File: config.mk
export PLATFORM = sky130hd
export DESIGN_NAME = seg_desc_unit
export DESIGN_NICKNAME = d
export VERILOG_FILES = /design/src/rtl/seg_pkg.sv /design/src/rtl/seg_sel_decode.sv /design/src/rtl/seg_fetch.sv /design/src/rtl/seg_check.sv /design/src/rtl/seg_desc_unit.sv
export SDC_FILE = /design/constraint.sdc
export NUM_CORES = 1
export LEC_CHECK = 0
export ABC_AREA = 1
export CORE_MARGIN = 5
export CORE_UTILIZATION = 48
export CTS_BUF_LIST = sky130_fd_sc_hd__clkbuf_8
export CTS_CLUSTER_SIZE = 40
export DETAILED_ROUTE_END_ITERATION = 12
export MAX_ROUTING_LAYER = met4
export PLACE_DENSITY = 0.92
export SLEW_MARGIN = 30
export SYNTH_ARGS = -nofsm -noshare
export SYNTH_HDL_FRONTEND = slang
export SYNTH_SLANG_ARGS = --single-unit
File: constraint.sdc
create_clock -name clk -period 3.05 [get_ports clk]
set_input_delay 0.61 -clock clk [delete_from_list [all_inputs] [get_ports clk]]
set_output_delay 0.61 -clock clk [all_outputs]
set_load 0.02 [all_outputs]
File: src/rtl/seg_pkg.sv
package seg_pkg;
  parameter int AW      = 32;
  parameter int SW      = 16;
  parameter int DW      = 64;
  parameter int LW      = 20;
  parameter int GRAN_SH = 12;
  localparam int IDX_W   = SW - 3;
  localparam int DESC_SH = $clog2(DW / 8);

  typedef struct packed {
    logic       present;
    logic [1:0] dpl;
    logic       mem_seg;
    logic       exec;
    logic       dir_conf;
    logic       rw;
    logic       touched;
  } rights_t;

  typedef struct packed {
    logic [AW-1:0] base;
    logic [AW-1:0] lim;
    rights_t       rights;
    logic          usable;
    logic [1:0]    rpl;
  } seg_cache_t;

  function automatic logic [AW-1:0] desc_base(input logic [DW-1:0] d);
    return {d[63:56], d[39:16]};
  endfunction

  function automatic logic [LW-1:0] desc_raw_lim(input logic [DW-1:0] d);
    return {d[51:48], d[15:0]};
  endfunction

  function automatic rights_t desc_rights(input logic [DW-1:0] d);
    return rights_t'(d[47:40]);
  endfunction

  function automatic logic desc_gran(input logic [DW-1:0] d);
    return d[55];
  endfunction

  function automatic logic [AW-1:0] scale_limit(input logic [LW-1:0] l, input logic g);
    return g ? {l, {GRAN_SH{1'b1}}} : AW'(l);
  endfunction

  function automatic logic lim_violation(input logic [AW-1:0] off, input logic [AW-1:0] lim,
                                         input logic down);
    return down ? (off <= lim) : (off > lim);
  endfunction

  function automatic logic perm_violation(input rights_t r, input logic wr);
    if (r.exec) return wr || !r.rw;
    return wr && !r.rw;
  endfunction
endpackage

File: src/rtl/seg_sel_decode.sv
module seg_sel_decode
  import seg_pkg::*;
(
  input  logic [SW-1:0] sel,
  input  logic [AW-1:0] gtab,
  input  logic [AW-1:0] ltab,
  output logic [AW-1:0] desc_addr,
  output logic          is_null,
  output logic [1:0]    rpl
);
  logic [IDX_W-1:0] idx;
  logic             use_local;

  assign idx       = sel[SW-1:3];
  assign use_local = sel[2];
  assign rpl       = sel[1:0];
  assign is_null   = !use_local && (idx == '0);
  assign desc_addr = (use_local ? ltab : gtab) + (AW'(idx) << DESC_SH);
endmodule

File: src/rtl/seg_fetch.sv
module seg_fetch
  import seg_pkg::*;
(
  input  logic          clk,
  input  logic          rst_n,
  input  logic          ld_valid,
  input  logic          is_null,
  input  logic [AW-1:0] desc_addr,
  output logic          accept,
  output logic          null_take,
  output logic          cap_en,
  output logic          busy,
  output logic          mem_req,
  output logic [AW-1:0] mem_addr
);
  typedef enum logic [1:0] {F_IDLE, F_REQ, F_WAIT} fstate_t;
  fstate_t st;

  assign busy      = (st != F_IDLE);
  assign accept    = ld_valid && !busy;
  assign null_take = accept && is_null;
  assign mem_req   = (st == F_REQ);
  assign cap_en    = (st == F_WAIT);

  always_ff @(posedge clk) begin
    if (!rst_n) begin
      st       <= F_IDLE;
      mem_addr <= '0;
    end else begin
      unique case (st)
        F_IDLE: if (accept && !is_null) begin
          st       <= F_REQ;
          mem_addr <= desc_addr;
        end
        F_REQ:   st <= F_WAIT;
        default: st <= F_IDLE;
      endcase
    end
  end


  req_after_accept_chk: assert property (@(posedge clk) disable iff (!rst_n)
    accept && !is_null |=> mem_req);

  single_beat_chk: assert property (@(posedge clk) disable iff (!rst_n)
    mem_req |=> !mem_req);

  null_no_read_chk: assert property (@(posedge clk) disable iff (!rst_n)
    null_take |=> !mem_req);

  read_only_when_busy_chk: assert property (@(posedge clk) disable iff (!rst_n)
    mem_req |-> busy);
endmodule

File: src/rtl/seg_check.sv
module seg_check
  import seg_pkg::*;
(
  input  seg_cache_t    cache,
  input  logic [AW-1:0] off,
  input  logic          wr,
  input  logic          busy,
  output logic          fault,
  output logic [AW-1:0] lin,
  output logic          lim_bad,
  output logic          priv_bad
);
  logic unusable_w;
  logic perm_bad;
  logic down;

  assign down       = !cache.rights.exec && cache.rights.dir_conf;
  assign unusable_w = !cache.usable;
  assign priv_bad   = cache.rpl > cache.rights.dpl;
  assign perm_bad   = perm_violation(cache.rights, wr);
  assign lim_bad    = lim_violation(off, cache.lim, down);
  assign fault      = busy || unusable_w || priv_bad || perm_bad || lim_bad;
  assign lin        = cache.base + off;
endmodule

File: src/rtl/seg_desc_unit.sv
module seg_desc_unit
  import seg_pkg::*;
(
  input  logic          clk,
  input  logic          rst_n,
  input  logic          ld_valid,
  input  logic [15:0]   ld_sel,
  input  logic [31:0]   gtab_base,
  input  logic [31:0]   ltab_base,
  output logic          busy,
  output logic          mem_req,
  output logic [31:0]   mem_addr,
  input  logic [63:0]   mem_rdata,
  input  logic          acc_valid,
  input  logic          acc_wr,
  input  logic [31:0]   acc_off,
  output logic          lin_valid,
  output logic [31:0]   lin_addr,
  output logic          gp_fault,
  output logic [31:0]   seg_base,
  output logic [31:0]   seg_limit,
  output logic [7:0]    seg_rights
);
  logic [AW-1:0] desc_addr;
  logic          is_null, accept, null_take, cap_en;
  logic [1:0]    sel_rpl, pend_rpl;
  seg_cache_t    cache;
  rights_t       new_rights;
  logic          desc_live;
  logic          chk_fault, lim_bad, priv_bad;
  logic [AW-1:0] chk_lin;
  logic          unused_desc_bits;

  assign unused_desc_bits = ^mem_rdata[54:52];

  seg_sel_decode u_dec (
    .sel(ld_sel), .gtab(gtab_base), .ltab(ltab_base),
    .desc_addr(desc_addr), .is_null(is_null), .rpl(sel_rpl)
  );

  seg_fetch u_fetch (
    .clk(clk), .rst_n(rst_n), .ld_valid(ld_valid), .is_null(is_null),
    .desc_addr(desc_addr), .accept(accept), .null_take(null_take),
    .cap_en(cap_en), .busy(busy), .mem_req(mem_req), .mem_addr(mem_addr)
  );

  assign new_rights = desc_rights(mem_rdata);
  assign desc_live  = new_rights.present && new_rights.mem_seg;

  always_ff @(posedge clk) begin
    if (!rst_n)         pend_rpl <= '0;
    else if (accept)    pend_rpl <= sel_rpl;
  end

  always_ff @(posedge clk) begin
    if (!rst_n || null_take) begin
      cache <= '0;
    end else if (cap_en) begin
      cache.base           <= desc_base(mem_rdata);
      cache.lim            <= scale_limit(desc_raw_lim(mem_rdata), desc_gran(mem_rdata));
      cache.rights         <= new_rights;
      cache.rights.touched <= new_rights.touched || desc_live;
      cache.usable         <= desc_live;
      cache.rpl            <= pend_rpl;
    end
  end

  seg_check u_chk (
    .cache(cache), .off(acc_off), .wr(acc_wr), .busy(busy),
    .fault(chk_fault), .lin(chk_lin), .lim_bad(lim_bad), .priv_bad(priv_bad)
  );

  always_ff @(posedge clk) begin
    if (!rst_n) begin
      lin_valid <= 1'b0;
      gp_fault  <= 1'b0;
      lin_addr  <= '0;
    end else begin
      lin_valid <= acc_valid && !chk_fault;
      gp_fault  <= acc_valid && chk_fault;
      lin_addr  <= (acc_valid && !chk_fault) ? chk_lin : '0;
    end
  end

  assign seg_base   = cache.base;
  assign seg_limit  = cache.lim;
  assign seg_rights = cache.rights;


  resp_exclusive_chk: assert property (@(posedge clk) disable iff (!rst_n)
    !(lin_valid && gp_fault));

  resp_follows_req_chk: assert property (@(posedge clk) disable iff (!rst_n)
    acc_valid |=> (lin_valid || gp_fault));

  no_spurious_resp_chk: assert property (@(posedge clk) disable iff (!rst_n)
    !acc_valid |=> !(lin_valid || gp_fault));

  busy_access_fault_chk: assert property (@(posedge clk) disable iff (!rst_n)
    acc_valid && busy |=> gp_fault);

  cache_hold_chk: assert property (@(posedge clk) disable iff (!rst_n)
    !cap_en && !null_take |=> $stable(seg_base) && $stable(seg_limit) && $stable(seg_rights));

  touched_on_load_chk: assert property (@(posedge clk) disable iff (!rst_n)
    cap_en && desc_live |=> seg_rights[0]);

  priv_fault_chk: assert property (@(posedge clk) disable iff (!rst_n)
    acc_valid && priv_bad |=> gp_fault && !lin_valid);

  limit_fault_chk: assert property (@(posedge clk) disable iff (!rst_n)
    acc_valid && lim_bad |=> gp_fault);
endmodule

==> summary.md, run 1 <==
| Metric | Value |
|---|---|
| Worst path slowest cell | `clkdlybuf4s50_1` |
| Hold_buf cts | `0` |
| Root Buffer | `clkbuf_8` |
| Pre-CTS setup slack | `-0.228 ns` |
| Synthesis-stage register bit count | `145` |
| Tmin final | `2.87 ns` |
| Die Y | `153 um` |
| Worst Hold Class | `flop to flop` |
| Cells after DPL | `2001` |
| VDD IR-drop max | `0.238 mV` |
| R2R Path End | `lin_addr[20]` |
| Crit path largest cell delay | `0.49 ns` |
| Synthesized cell area | `0.00980 mm2` |
| Cell row count | `52` |
| Clk sink count | `145` |
| Num CTS Buffers | `17` |
| First-pass detailed-route iteration total | `6` |
| Commonest non-fill, non-tap cells in the layout | `nand2_1, clkdlybuf4s50_1, a21oi_1` |
| Final RePlAce weighted congestion | `0.966` |
| Initial Utilization | `48.6%` |
| Final setup fails | `0` |
| Vias in the first global route | `10.6k` |
| Routed Antenna Nets | `0` |
| Die W | `153 um` |
| Largest net degree at the start of global routing | `89` |
| Tightest Pin Transition | `0.884 ns` |
| Initial antenna violation count | `2` |
| Critical Path End Type | `flop` |
| Async SR Flop Fraction | `0%` |
| Layout Nets | `2011` |
| Synth Flop Type | `dfxtp_1` |
| Kind of critical path | `input pin to flop` |
| Clock transition at path regs | `0.11 ns` |
| Mean Syn Cell Area | `6.73 um2` |
| Yosys Warn Count | `0` |
| Vias per std cell | `5.13` |
| R2r setup slk | `0.74 ns` |
| Total grt overflow | `0` |
| Cell Chain, Critical Path | `clkdlybuf4s50_1 -> buf_4 -> inv_2 -> or2_2 -> o21ai_0 -> inv_1 -> ha_1 -> nand3_1 -> nand2_1 -> a21oi_1 -> o21ai_1 -> nand4_1 -> a21oi_1 -> o21ai_0 -> nand2_1 -> inv_1` |
| Peak Freq | `348 MHz` |
| Layout Cells excl Fill | `2035` |
| Clk_skew | `0.0238 ns` |
| Seq/Total Area, Yosys | `29.6%` |
| CTS tree | `built` |
| Die area | `0.0234 mm2` |
| Fin. Hold Viols | `0` |
| WP data arrival | `3.25 ns` |
| Crit path capture | `u_fetch.mem_addr[20]` |
| PD cells | `371 mW/mm2` |
| Max clock buf depth | `2` |
| Fin worst setup slack | `0.175 ns` |
| H-tree Lvls | `4` |
| Starting DRT DRC Count | `573` |
| GRT Util Overall | `28.8%` |
| Yosys cell types | `49` |
| Cells after synthesis | `1457` |
| Port bufs | `317` |
| IO Pins | `321` |
| EDFF count, synth | `0` |
| Worst path required time | `3.42 ns` |
| Worst hold-check slack | `0.467 ns` |
| Startpoint types | `input pin` |
| Status | `finished clean` |
| Detail Placement HPWL | `28200 um` |
| Setup TNS | `0 ns` |
| DR vias | `10.4k` |
| Drt wl/cell | `16.7 um` |
| Area delta synth->final | `38.7%` |
| Max-cap violations | `0` |
| Fin. max-slew vios | `0` |
| Reg2reg path depth | `10` |
| Share of layout cells above drive strength 1 | `8.62%` |
| CP Launch Point | `ld_sel[2]` |
| Static Leak | `6.04 nW` |
| Critical Path Fanout Max | `8` |
| Period Utilization, post-route | `94.3%` |
| Skew-Pair Late Insertion Delay | `0.46 ns` |
| Routed WL | `33900 um` |
| First-pass GRT wire length | `53200 um` |
| Core area | `0.0202 mm2` |
| RSZ-0062 raised after global routing | `false` |
| Commonest non-fill, non-tap cell in the layout | `nand2_1` |
| Syn nets | `1718` |
| Slew HR | `41.1%` |
| Post-route core utilization | `67.4%` |
| DR DRC count | `0` |
| Worst reg2reg path startpoint | `seg_base[0]` |
-- flip-flops by register name, summed over array words and instances (netlist names) --
name and cells:
lin_addr 32, seg_limit 32, seg_base 32, u_fetch.st 2
seg_rights 8, pend_rpl 2, gp_fault 1, lin_valid 1
cache 3, u_fetch.mem_addr 32
-- cells in the mapped netlist, drive strengths merged (2+ instances only) --
| library cell | count | area [um2] |
|---|---|---|
| nand2 | 357 | 1380 |
| nor2 | 175 | 704 |
| a21oi | 170 | 855 |
| inv | 167 | 627 |
| dfxtp | 145 | 2900 |
| buf | 90 | 648 |
| o21ai | 89 | 453 |
| ha | 78 | 976 |
| nand3 | 33 | 170 |
| xor2 | 29 | 254 |
| clkbuf | 27 | 101 |
| nand4 | 16 | 106 |
| a211oi | 13 | 97.6 |
| nor3 | 13 | 80.1 |
| xnor2 | 9 | 78.8 |
| nor4 | 8 | 56.3 |
| o21a | 7 | 52.6 |
| a21o | 5 | 37.5 |
| o211ai | 5 | 37.5 |
| a31oi | 4 | 25.0 |
| o21bai | 3 | 26.3 |
| or2 | 3 | 18.8 |
| a21boi | 2 | 15.0 |
| fa | 2 | 40.0 |
| o211a | 2 | 20.0 |
-- routing by layer --
metal / wire length (um) / vias to the layer above / share of wire (%) / GRT usage, %
met1: 13600 / 4723 / 40 / 32.2
met2: 16900 / 403 / 50 / 51.2
met4: 1310 / 0 / 3.9 / 10.9
met5: 0 / - / 0 / -
met3: 2100 / 78 / 6.2 / 5.26
li1: - / 5233 / - / -
-- what timing repair did --
| item | in CTS | in global routing |
|---|---|---|
| setup buffers | 0 | 0 |
| endpoints found under the setup margin | 0 | 1 |
| resized for setup | 0 | 1 |
| endpoints found under the hold margin | 0 | 0 |
-- worst max-delay path: cells and delay by family --
family / cells / cell delay (ns)
AOI/OAI and AO/OA: 5 / 0.84
buffers and inverters: 5 / 0.83
adders and majority gates: 1 / 0.28
and+or+nand+nor: 5 / 0.68
-- worst min-delay path by stage --
stage                        startpoint             to  slack (ns)  cells past startpoint
after floorplan                cache[0]       cache[0]        0.44                      2
after global placement         cache[0]       cache[0]        0.45                      2
after detailed placement  seg_rights[0]  seg_rights[0]        0.45                      2
after CTS                 seg_rights[0]  seg_rights[0]        0.47                      2
after global routing      seg_rights[4]  seg_rights[4]        0.50                      2
final                     seg_rights[0]  seg_rights[0]        0.47                      2
-- kinds of logic after synthesis --
logic type      share of synthesized area (%)
fa+ha+maj                                10.5
simple gates                             25.7
buf+inv                                  14.1
compound gates                           16.6
xor+xnor                                 3.40
mux                                     0.102
flops                                    29.6
-- report_power, final --
group          internal (mW)  switching (mW)  total (mW)
sequential              1.97          0.0558        2.03
combinational          0.685           0.769        1.45
clock                  0.628           0.929        1.56
total                   3.28            1.75        5.04
-- per-stage QoR --
| stage | instance area, um2 | total power, mW |
|---|---|---|
| CTS | 13600 | 5.06 |
| global route | 13600 | 5.30 |
| global placement | 13200 | 3.48 |
| finish | 13600 | 5.04 |
| detailed placement | 13200 | 3.51 |
| floorplan | 9800 | 2.84 |
-- cell type report --
type	count	area, um2
Clock inverter	15	160
Tap cell	270	338
Multi-Input combinational cell	1027	5540
Antenna cell	2	5.00
Sequential cell	145	2900
Timing Repair Buffer	391	3780
Inverter	168	633
Fill cell	1688	6580
Clock buffer	17	234
Power figures use the tool's default switching activity.
==> run 2: changes to the inputs <==
Settings changed: CAP_MARGIN set to 20.
==> results of run 2 <==
Same layout as run 1: the final DEF is identical, and so are final timing and power.
